<file path="config.mk">
export PLATFORM = sky130hd
export DESIGN_NAME = head_stepper_tracker
export DESIGN_NICKNAME = d
export VERILOG_FILES = /design/src/rtl/stepper_pkg.sv /design/src/rtl/phase_decoder.sv /design/src/rtl/step_table.sv /design/src/rtl/head_position.sv /design/src/rtl/img_offset_calc.sv /design/src/rtl/head_stepper_tracker.sv
export SDC_FILE = /design/constraint.sdc
export NUM_CORES = 1
export LEC_CHECK = 0
export BUFFER_PORTS_ARGS = -buffer_cell sky130_fd_sc_hd__buf_2
export CORE_MARGIN = 10
export CORE_UTILIZATION = 25
export DETAILED_ROUTE_END_ITERATION = 8
export PLACE_DENSITY = 0.51
export SETUP_SLACK_MARGIN = 0.05
export SLEW_MARGIN = 20
export SYNTH_ARGS = -nofsm -noshare
export SYNTH_HDL_FRONTEND = slang
export SYNTH_HIERARCHICAL = 1
export SYNTH_SLANG_ARGS = --single-unit
</file>
<file path="constraint.sdc">
create_clock -name clk -period 7.7 [get_ports clk]
set_input_delay 1.54 -clock clk [delete_from_list [all_inputs] [get_ports clk]]
set_output_delay 1.54 -clock clk [all_outputs]
set_load 0.01 [all_outputs]
</file>
<file path="src/rtl/stepper_pkg.sv">
package stepper_pkg;

  typedef logic [2:0]        phase_t;
  typedef logic signed [1:0] step_t;

  localparam phase_t PH_NONE = 3'd0;
  localparam int     NPH     = 5;

  // Phase selected by a soft-switch nibble, PH_NONE if the nibble selects none.
  function automatic phase_t nib_to_phase(input logic [3:0] nib);
    if (!nib[3] && nib[0]) return phase_t'({1'b0, nib[2:1]}) + phase_t'(1);
    return PH_NONE;
  endfunction

  // Movement for a transition from prev to nxt on the circular phase ring.
  function automatic step_t phase_step(input phase_t prev, input phase_t nxt);
    logic [2:0] diff;
    if (prev == PH_NONE || nxt == PH_NONE) return 2'sd0;
    diff = nxt - prev;
    case (diff[1:0])
      2'd1:    return 2'sd1;
      2'd3:    return -2'sd1;
      default: return 2'sd0;
    endcase
  endfunction

  // Saturating position update.
  function automatic int clamp_pos(input int pos, input int step, input int hi);
    int t;
    t = pos + step;
    if (t < 0)  return 0;
    if (t > hi) return hi;
    return t;
  endfunction

  // Whole-track index times encoded track length plus the sector position.
  function automatic int image_byte(input int pos, input int sec, input int track_bytes);
    return (pos >>> 1) * track_bytes + sec;
  endfunction

endpackage

</file>
<file path="src/rtl/phase_decoder.sv">
module phase_decoder
  import stepper_pkg::*;
(
  input  logic       strobe,
  input  logic       online,
  input  logic [3:0] nib,
  output logic       accept,
  output phase_t     new_phase
);

  always_comb begin
    new_phase = nib_to_phase(nib);
    accept    = strobe && online && (new_phase != PH_NONE);
  end

endmodule

</file>
<file path="src/rtl/step_table.sv">
module step_table
  import stepper_pkg::*;
(
  input  phase_t prev,
  input  phase_t nxt,
  output step_t  step
);

  localparam int ENTRIES = NPH * NPH;

  step_t tbl [ENTRIES];

  for (genvar gp = 0; gp < NPH; gp++) begin : g_prev
    for (genvar gn = 0; gn < NPH; gn++) begin : g_next
      assign tbl[gp*NPH + gn] = phase_step(phase_t'(gp), phase_t'(gn));
    end
  end

  logic [5:0] idx;

  always_comb begin
    idx  = 6'(prev) * 6'(NPH) + 6'(nxt);
    step = 2'sd0;
    if (prev < phase_t'(NPH) && nxt < phase_t'(NPH)) step = tbl[idx[4:0]];
  end

endmodule

</file>
<file path="src/rtl/head_position.sv">
module head_position
  import stepper_pkg::*;
#(
  parameter int MAX_HALF = 70,
  parameter int POSW     = 7
) (
  input  logic            clk,
  input  logic            rst_n,
  input  logic            accept,
  input  step_t           step,
  output logic [POSW-1:0] pos_q,
  output logic [POSW-1:0] pos_d
);

  always_comb begin
    pos_d = pos_q;
    if (accept) pos_d = POSW'(clamp_pos(int'(pos_q), int'(step), MAX_HALF));
  end

  always_ff @(posedge clk or negedge rst_n) begin
    if (!rst_n) pos_q <= '0;
    else        pos_q <= pos_d;
  end

endmodule

</file>
<file path="src/rtl/img_offset_calc.sv">
module img_offset_calc
  import stepper_pkg::*;
#(
  parameter int TRACK_BYTES = 6384,
  parameter int POSW        = 7,
  parameter int SECW        = 13,
  parameter int OFFW        = 18
) (
  input  logic            clk,
  input  logic            rst_n,
  input  logic [POSW-1:0] pos_d,
  input  logic [SECW-1:0] sector,
  output logic [OFFW-1:0] offset_q
);

  logic [OFFW-1:0] offset_d;

  always_comb offset_d = OFFW'(image_byte(int'(pos_d), int'(sector), TRACK_BYTES));

  always_ff @(posedge clk or negedge rst_n) begin
    if (!rst_n) offset_q <= '0;
    else        offset_q <= offset_d;
  end

endmodule

</file>
<file path="src/rtl/head_stepper_tracker.sv">
module head_stepper_tracker
  import stepper_pkg::*;
#(
  parameter int  MAX_HALF    = 70,
  parameter int  TRACK_BYTES = 6384,
  localparam int POSW        = $clog2(MAX_HALF + 1),
  localparam int SECW        = $clog2(TRACK_BYTES),
  localparam int OFFW        = $clog2((MAX_HALF / 2) * TRACK_BYTES + TRACK_BYTES)
) (
  input  logic            clk,
  input  logic            rst_n,
  input  logic            access_strobe,
  input  logic [3:0]      access_nib,
  input  logic            online,
  input  logic [SECW-1:0] sector_pos,
  output logic [2:0]      head_phase,
  output logic [1:0]      head_step,
  output logic [POSW-1:0] head_pos,
  output logic [OFFW-1:0] image_offset
);

  // Internal events, named for the checker.
  logic   accept_w;
  phase_t req_phase_w;
  step_t  table_step_w;
  logic [POSW-1:0] pos_d_w;

  phase_t phase_q;
  step_t  step_q;

  phase_decoder u_dec (
    .strobe    (access_strobe),
    .online    (online),
    .nib       (access_nib),
    .accept    (accept_w),
    .new_phase (req_phase_w)
  );

  step_table u_tbl (
    .prev (phase_q),
    .nxt  (req_phase_w),
    .step (table_step_w)
  );

  head_position #(.MAX_HALF(MAX_HALF), .POSW(POSW)) u_pos (
    .clk    (clk),
    .rst_n  (rst_n),
    .accept (accept_w),
    .step   (table_step_w),
    .pos_q  (head_pos),
    .pos_d  (pos_d_w)
  );

  img_offset_calc #(
    .TRACK_BYTES(TRACK_BYTES), .POSW(POSW), .SECW(SECW), .OFFW(OFFW)
  ) u_off (
    .clk      (clk),
    .rst_n    (rst_n),
    .pos_d    (pos_d_w),
    .sector   (sector_pos),
    .offset_q (image_offset)
  );

  always_ff @(posedge clk or negedge rst_n) begin
    if (!rst_n) begin
      phase_q <= PH_NONE;
      step_q  <= 2'sd0;
    end else begin
      step_q <= accept_w ? table_step_w : 2'sd0;
      if (accept_w) phase_q <= req_phase_w;
    end
  end

  assign head_phase = phase_q;
  assign head_step  = step_q;

endmodule

</file>
; ---- Yosys cells after proc, flatten, opt, wreduce, memory -nomap -nowiden
; Memories as Yosys holds them, arrays and structs flattened.
; Index checks and enable logic that the tools add are counted.
[op_classes]
magnitude_cmp = 5
addsub = 4
n_mux = 16
bitwise = 1
reduce_logical = 6
mul = 2
[ops]
columns = op, n
row1 = 2-to-1 mux 7 bit, 4
row2 = adder 18 x 14 -> 18 bit, 1
row3 = multiplier 6 x 9 -> 14 bit (second input constant), 1
row4 = adder 8 x 2 -> 9 bit, 1
row5 = > comparator 9 x 8 -> 1 bit (second input constant), 1
row6 = < comparator 9 x 1 -> 1 bit (second input constant), 1
row7 = 2-to-1 mux 2 bit, 4
row8 = >= comparator 6 bit (second input constant), 1
row9 = < comparator 3 bit (second input constant), 2
row10 = 2-to-1 mux 1 bit, 6
row11 = 2-to-1 mux 3 bit, 2
row12 = NOT 5 -> 6 bit, 1
row13 = adder 5 x 3 -> 5 bit, 1
row14 = multiplier 3 x 3 -> 5 bit (second input constant), 1
row15 = logical AND 1 bit, 4
row16 = adder 2 x 1 -> 3 bit (second input constant), 1
row17 = nonzero test 3 bit, 1
row18 = zero test 1 bit, 1
[word_totals]
output_inout_bits = 30
romBits = 64
register_bits = 30
memories = 1
wordCells = 40
[mem_list]
columns = memory, depth, width, read_ports, rd_clocked_by_memory_dff, write_ports, line
row1 = (no name shown), 32, 2, 1, 0, 0, step_table.sv:24  ; if (prev < phase_t'(NPH) && nxt < phase_t'(NPH)) step = tbl[idx[4:0]];

; ---- Depth between registers and ports, before layout
; Gate-level depths: netlist of run 1.
[depth]
word_depth = 21
depth_mapped = 37
mapped_depth_nobuf = 37

; ---- Modules after synthesis
; Netlist of run 1, hierarchy kept.
[by_module_without_submodules]
columns = module, n_inst, cells_per_inst, seq_area_each_um2, area_each_um2
row1 = img_offset_calc, 1, 202, 450.4, 2009.4
row2 = head_position, 1, 86, 175.2, 802.0
row3 = step_table, 1, 33, 0.0, 262.8
row4 = head_stepper_tracker, 1, 10, 125.1, 173.9
row5 = phase_decoder, 1, 7, 0.0, 61.3

; ---- Worst setup path before layout of run 1
; OpenSTA, ideal clock, no wires.
[synth_timing]
path_kind = input-to-reg
start = input port access_nib[1]
end = register u_off.offset_q[14]
arrival_time_ns = 9.814
setup_ns = 0.080
n_path_buf = 0
required_time_ns = 7.620
slack_ns = -2.194
stages = 33
cell_sequence = ha_1 -> and3b_2 -> ha_1 -> ha_1 -> inv_1 -> fa_1 -> nand2b_1 -> a21oi_1 -> nand2_1 -> mux2i_1 -> inv_1 -> fa_1 -> and2b_1 -> o211ai_2 -> and3_2 -> nor3_1 -> o211ai_2 -> o32ai_1 -> fa_1 -> inv_1 -> fa_1 -> fa_1 -> inv_1 -> ha_1 -> and3_4 -> a2111oi_4 -> xnor2_1 -> ha_1 -> o21a_1 -> o2bb2ai_1 -> nor3_1 -> a221oi_1 -> xnor2_1
[synth_between]
elab_chain_cells = 19
[synth_rtl]
columns = element, line
row1 = "start, declared", head_stepper_tracker.sv:13  ; input logic [3:0] access_nib,
row2 = adder 2 x 1 -> 3 bit (*), stepper_pkg.sv:11  ; if (!nib[3] && nib[0]) return phase_t'({1'b0, nib[2:1]}) + phase_t'(1);
row3 = 2-to-1 mux 3 bit (*), stepper_pkg.sv:11
row4 = 2-to-1 mux 3 bit (*), stepper_pkg.sv:12  ; return PH_NONE;
row5 = net req_phase_w[1], head_stepper_tracker.sv:24  ; phase_t req_phase_w;
row6 = adder 5 x 3 -> 5 bit, step_table.sv:22  ; idx = 6'(prev) * 6'(NPH) + 6'(nxt);
row7 = NOT 5 -> 6 bit (not written as such), step_table.sv:24
row8 = memory (32 x 2 bit), --
row9 = 2-to-1 mux 2 bit (not written as such) (2 in series), step_table.sv:24
row10 = [... 1 more ...], --
row11 = net table_step_w[1], head_stepper_tracker.sv:25  ; step_t table_step_w;
row12 = [... 4 more ...], --
row13 = 2-to-1 mux 1 bit, head_position.sv:17  ; if (accept) pos_d = POSW'(clamp_pos(int'(pos_q), int'(step), MAX_HALF));
row14 = 2-to-1 mux 7 bit, stepper_pkg.sv:33  ; return t;
row15 = 2-to-1 mux 7 bit (*), stepper_pkg.sv:32  ; if (t > hi) return hi;
row16 = 2-to-1 mux 7 bit (*), head_position.sv:17
row17 = net pos_d_w[5], head_stepper_tracker.sv:26  ; logic [POSW-1:0] pos_d_w;
row18 = multiplier 6 x 9 -> 14 bit (*), stepper_pkg.sv:38  ; return (pos >>> 1) * track_bytes + sec;
row19 = adder 18 x 14 -> 18 bit (*), stepper_pkg.sv:38
row20 = net u_off.offset_d[14], img_offset_calc.sv:16  ; logic [OFFW-1:0] offset_d;
row21 = "end signal, assigned", img_offset_calc.sv:22  ; else offset_q <= offset_d;
row22 = "end, declared", img_offset_calc.sv:13  ; output logic [OFFW-1:0] offset_q
; Mark *: on every way through the listed nets, which the timed path passes. The rest lies on a longest branch. The select of a mux whose other input is x is not followed.
; A chain may end at the register's enable or synchronous reset.

; ---- Final worst setup path of run 1
; Ends and elaborated chain as after synthesis.

==> results of run 1 <==
worst register-to-register path, delay by kind of cell, from the launching register on:
family	cells	cell delay, ns
AO/OA/AOI/OAI	11	2.44
XOR/XNOR	2	0.34
flip-flops	1	0.40
buffers and inverters	6	0.45
adder cells (fa/ha/maj)	10	3.43
AND/OR/NAND/NOR	4	0.71
per-stage QoR:
| step | area, um^2 | setup WS, ns | instances |
|---|---|---|---|
| 2_1_floorplan | 3445 | -1.365 | 338 |
| 3_3_place_gp | 4537 | -1.735 | 649 |
| 3_5_place_dp | 4537 | -1.863 | 649 |
| 4_1_cts | 4907 | -1.332 | 669 |
| 5_1_grt | 5206 | -1.569 | 677 |
| 6_report | 5206 | -1.274 | 677 |
cell families (layout without fill, tap and decap cells):
group,after synthesis,in the layout,share of synthesized area
fa+ha+maj,66,66,0.2745
flops,30,30,0.2268
mux,5,5,0.01626
simple gates,80,80,0.1425
xor+xnor,27,27,0.07145
compound gates,79,79,0.1924
buf+inv,51,218,0.07600
routing by layer:
| layer | track usage | up-vias |
|---|---|---|
| met5 | 0 | - |
| met4 | 0.04366 | 0 |
| met3 | 0.01521 | 7 |
| met2 | 0.1797 | 31 |
| met1 | 0.1106 | 1458 |
| li1 | - | 1537 |
registers in the layout, summed over array words and instances (netlist names):
signal and flops:
head_phase 3, head_step 2, u_off/offset_q 18, u_pos/pos_q 7
synthesized netlist by cell type (all sizes together) (6+ instances only):
| cell type | number |
|---|---|
| nor3 | 8 |
| o21ai | 11 |
| dfrtp | 30 |
| nand2 | 13 |
| and2 | 6 |
| xnor2 | 17 |
| fa | 11 |
| inv | 46 |
| a21oi | 20 |
| ha | 55 |
| nand3 | 6 |
| a21o | 6 |
| nor2 | 16 |
| xor2 | 10 |
worst max path at each step:
stage,startpoint,endpoint,slack [ns],cells past startpoint
global placement,access_nib[1],u_off/offset_q[14],-1.73,35
detailed placement,access_nib[1],u_off/offset_q[14],-1.86,35
floorplan,access_nib[1],u_off/offset_q[14],-1.37,34
global route,access_nib[1],u_off/offset_q[14],-1.57,36
finish,access_nib[1],u_off/offset_q[14],-1.27,36
CTS,access_nib[1],u_off/offset_q[14],-1.33,36
final cells by class:
cell class	count	area share
multi-input combinational	257	0.5266
timing repair buffer	165	0.2223
sequential	30	0.1442
tap	172	0.04134
inverter	46	0.03317
clock buffer	6	0.02668
clock inverter	1	0.005768
timing repair:
| item | 4_1_cts | 5_1_grt |
|---|---|---|
| buffers inserted | 13 | 8 |
| setup endpoints to repair | 10 | 11 |
| pin swaps | 22 | 12 |
| endpoints found under the hold margin | 0 | 0 |
| resized for setup | 21 | 44 |
==> results.toml, run 1 <==
[status]
status = "finished, violations left"
violations = "negative setup slack"

[timing]
worst_slack_ns = -1.274
fin_crit_ns = 8.974
setup_viol = 10
timing.setup.tns_ns = -9.982
post-route-period-util = 1.165
maxSlewViolCount = 0
hold_viol = 0
fin_hold_ws_ns = 0.5836
maxSlewHeadroom = 0.5154
fin_skew_ns = 0.006069
max_freq_mhz = 111.4
worst_pin_slew_ns = 0.7269
rsz0062_at_grt = "true"

[synth]
ys_ff_latch = 30
ys_top_cells_by_area = "dfrtp_1, ha_1, fa_1"
syn_avg_cell_area_um2 = 9.791
syn_inst = 338
yosysSeqAreaShare = 0.2268
async_flop_share = 1.000
netlist_area_um2 = 3309
synth_largest_area_cell = "dfrtp_1"
yosysTopAreaCellShare = 0.2268
yosys_warnings = 6
synth_flop_cell = "dfrtp_1"
yosysUniqueCellTypes = 72
synth_edf_count = 0
syn_nets = 425

[worst_hold_path]
whs_endpoint = "u_pos/pos_q[0]"
worstHoldStart = "u_pos/pos_q[0]"
holdPathStages = 2
hold_path_class = "reg2reg"

[global_route]
grt_max_degree = 31
grt_pass1_vias = 3212
antenna_found_initial = 0
grt_pass1_wl_um = 14900
gr-total-overflow = 0
track_usage = 0.09870

[routing]
routed_wl_um = 8830
routedWlPerCell_um = 13.04
wl_met2_um = 4635
ant_nets = 0
wl_met3_um = 213
drc_errors = 0
topRoutingLayerUsed = "met4"
drtPass1Iterations = 4
via_per_inst = 4.480
drt_iter0_drc = 85
met1_length_um = 3832
vias = 3033

[floorplan]
start_util = 0.2591
fp-row-count = 41
dieArea_um2 = 18240
die_w_um = 135.1
core_um2 = 12770
die_y_um = 135.1
ios = 51

[cts]
tritoncts = "built"
clk_latency_ns = 0.28
cts_root_buffer = "clkbuf_16"
clock-sinks = 30
clk_pin_slew_ns = 0.05
cts_max_level = 2
cts.path.max_buffers = 2
numCtsBuffers = 5
cts_hold_buf = 0

[finish]
layout.nets = 592
regArea_um2 = 750.7
layout_commonest_cell = "buf_4"
synthToLayoutAreaGrowth_pct = 57.32
most-common-layout-cells = "buf_4, buf_2, ha_1"
drive_gt1_frac = 0.5149
multi_input_area_um2 = 2741
fillers = 1248
num_antenna_cells = 0
fin_util = 0.4076

[setup_path]
rr_startpoint = "head_phase[0]"
critPathMaxStageDelay_ns = 0.52
rr_worst_depth = 33
critPathMaxFanout = 4
worstSetupPathType = "in2reg"
cp_top_family = "adder cells"
r2r_slack_ns = -0.15
cp_slowest_cell = "fa_1"
crit_required_ns = 7.90
cp-start-kind = "input pin"
crit_buf_inv = 7
cp.arrival_ns = 9.17
cp-end-kind = "register"
timing.rr.end = "u_off/offset_q[14]"

[placement]
io_buffers = 50
hpwl_um = 7132
gp_congestion = 0.8414

[run]
maxCapViolations = 0
Power of run 1 is left out: the tool's default activity adds up to more than one toggle a clock period on the data nets, which glitch-free logic cannot reach.
==> inputs of run 2 (changes only) <==
CORE_UTILIZATION = 50   (was 25)
PLACE_DENSITY = 0.83   (was 0.51)
SYNTH_HIERARCHICAL = default   (was 1)
==> run 2 against run 1 <==
  * Final cell count down 21%
  * Hold slack better by 0.010 ns
  * Non-clock buffer count down 9
  * Synthesized cell count down 10%
  * Via count up 17%
  * Fmax down 3.0%
  * Sequential share of layout area up 1.2 points
  * The flow still finishes with violations (negative setup slack)
  * Die area down 48%
==> results.toml, run 2 <==
[status]
status = "finished, violations left"
violations = "negative setup slack"

[routing]
routedWlPerCell_um = 25.75
ant_nets = 0
drc_errors = 0
drtPass1Iterations = 5
drt_iter0_drc = 324
via_per_inst = 6.608
vias = 3555
routed_wl_um = 13860

[cts]
cts_max_level = 2
clock-sinks = 30
clk_latency_ns = 0.30
cts_root_buffer = "clkbuf_8"
tritoncts = "built"
cts.path.max_buffers = 2
clk_pin_slew_ns = 0.08
cts_hold_buf = 0
numCtsBuffers = 5

[synth]
yosysSeqAreaShare = 0.2532
ys_ff_latch = 30
synth_flop_cell = "dfrtp_1"
async_flop_share = 1.000
synth_most_common_cell = "ha_1"
syn_nets = 391
syn_avg_cell_area_um2 = 9.754
netlist_area_um2 = 2965
synth_common_cells = "ha_1, dfrtp_1, inv_1"
syn_inst = 304
synth_edf_count = 0
yosysUniqueCellTypes = 42
yosysTopAreaCellShare = 0.2532
ys_top_cells_by_area = "dfrtp_1, ha_1, fa_1"
yosys_warnings = 0
synth_largest_area_cell = "dfrtp_1"

[finish]
top_register = "u_off.offset_q"
multi_input_area_um2 = 2704
layout_commonest_cell = "buf_4"
synthToLayoutAreaGrowth_pct = 62.15
fin_util = 0.8523
layout.nets = 552
num_antenna_cells = 0
fillers = 239
most-common-layout-cells = "buf_4, buf_2, ha_1"
fin_area_um2 = 4808
largest_reg_flops = 18
drive_gt1_frac = 0.5558
regArea_um2 = 750.7

[timing]
post-route-period-util = 1.201
rsz0062_at_grt = "true"
fin_crit_ns = 9.250
max_freq_mhz = 108.1
hold_viol = 0
worst_slack_ns = -1.550
fin_skew_ns = 0.01375
fin_hold_ws_ns = 0.5936
worst_pin_slew_ns = 0.7545
maxSlewHeadroom = 0.4970
setup_viol = 11
maxSlewViolCount = 0
timing.setup.tns_ns = -12.36

[power]
total_power_w = 0.001504
leakagePower_nw = 2.389
peakVddDrop_uv = 240.0
powerDensity_nw_per_um2 = 312.7

[setup_path]
cp.arrival_ns = 9.44
cp-start-kind = "input pin"
critPathMaxStageDelay_ns = 0.60
cp-end-kind = "register"
path_common_cell = "ha_4"
crit_required_ns = 7.89
worstSetupPathType = "in2reg"
critPathMaxFanout = 6
cp_slowest_cell = "fa_2"

[floorplan]
die_y_um = 97.01
start_util = 0.5256
ios = 51
fp-row-count = 27
dieArea_um2 = 9411
core_um2 = 5642
die_w_um = 97.01

[worst_hold_path]
hold_path_class = "reg2reg"

[placement]
gp_congestion = 0.9118
hpwl_um = 6742
placed_area_um2 = 4064
io_buffers = 50

[global_route]
grt_max_degree = 31
grt_pass1_vias = 3414
gr-total-overflow = 0
antenna_found_initial = 0
grt_pass1_wl_um = 17500
track_usage = 0.2244

[run]
maxCapViolations = 0
==> run 2: cell types whose count changed after synthesis, sizes merged, moves of 4 or more <==
cell | before | now
a22o | 0 | 5
or3 | 0 | 6
inv | 46 | 24
nor2 | 16 | 22
a22oi | 0 | 5
a21oi | 20 | 14
and3b | 4 | 0
and2 | 6 | 2
nor2b | 1 | 7
o32ai | 5 | 0
==> run 2: what timing repair did <==
item	in CTS	in global routing
endpoints found under the setup margin	10	11
pin swaps	7	22
resized for setup	34	58
endpoints found under the hold margin	0	0
gates cloned	0	0
setup buffers	10	17
==> run 2: routing by layer <==
layer | global-route usage | share of wire | up-vias
met1 | 0.2394 | 0.34 | 1705
met4 | 0.1240 | 0.081 | 0
met5 | 0 | 0 | -
met2 | 0.3947 | 0.48 | 322
li1 | - | - | 1409
met3 | 0.05536 | 0.099 | 119
==> run 2: logic make-up after synthesis <==
family | after synthesis | synth area share
simple gates | 85 | 0.1473
mux | 5 | 0.02194
xor+xnor | 28 | 0.08270
buf+inv | 26 | 0.03291
fa+ha+maj | 66 | 0.3089
compound gates | 64 | 0.1532
flops | 30 | 0.2532
==> run 2: critical path: cells and delay by family <==
| family | cells | cell delay (ns) |
|---|---|---|
| xor+xnor | 3 | 0.56 |
| compound gates | 6 | 1.37 |
| buf+inv | 5 | 0.57 |
| fa+ha+maj | 11 | 3.44 |
| simple gates | 11 | 1.70 |
| mux | 1 | 0.25 |
==> run 2: report_power, final <==
part,switching [W],internal (W)
registers,0.0000250,0.000203
logic,0.000584,0.000550
clock network,0.0000698,0.0000722
==> run 2: worst paths after layout <==
| kind | start | slack [ns] | cells after the start | endpoint |
|---|---|---|---|---|
| max | access_nib[1] | -1.55 | 37 | u_off.offset_q[15] |
| min | head_phase[2] | 0.59 | 2 | head_phase[2] |
| max in group asynchronous | rst_n | 5.90 | 1 | u_pos.pos_q[1] |
| min reg2reg | head_phase[2] | 0.59 | 2 | head_phase[2] |
| max reg2reg | head_phase[0] | -0.65 | 36 | u_off.offset_q[15] |
| min in group asynchronous | rst_n | 1.31 | 1 | u_off.offset_q[5] |
==> run 2: layout make-up <==
| class | instances | share of cell area |
|---|---|---|
| multi-input combinational | 248 | 0.5623 |
| sequential | 30 | 0.1561 |
| clock inverter | 1 | 0.001041 |
| timing repair buffer | 156 | 0.2240 |
| inverter | 24 | 0.01978 |
| tap | 72 | 0.01874 |
| clock buffer | 7 | 0.01795 |
==> run 2: per-stage QoR <==
step	instances	setup slack (ns)
6_report	538	-1.550
5_1_grt	538	-1.672
4_1_cts	523	-0.9713
3_5_place_dp	505	-1.454
3_3_place_gp	505	-1.065
2_1_floorplan	304	-0.7478
No activity file was read; power rests on OpenSTA's default activity.
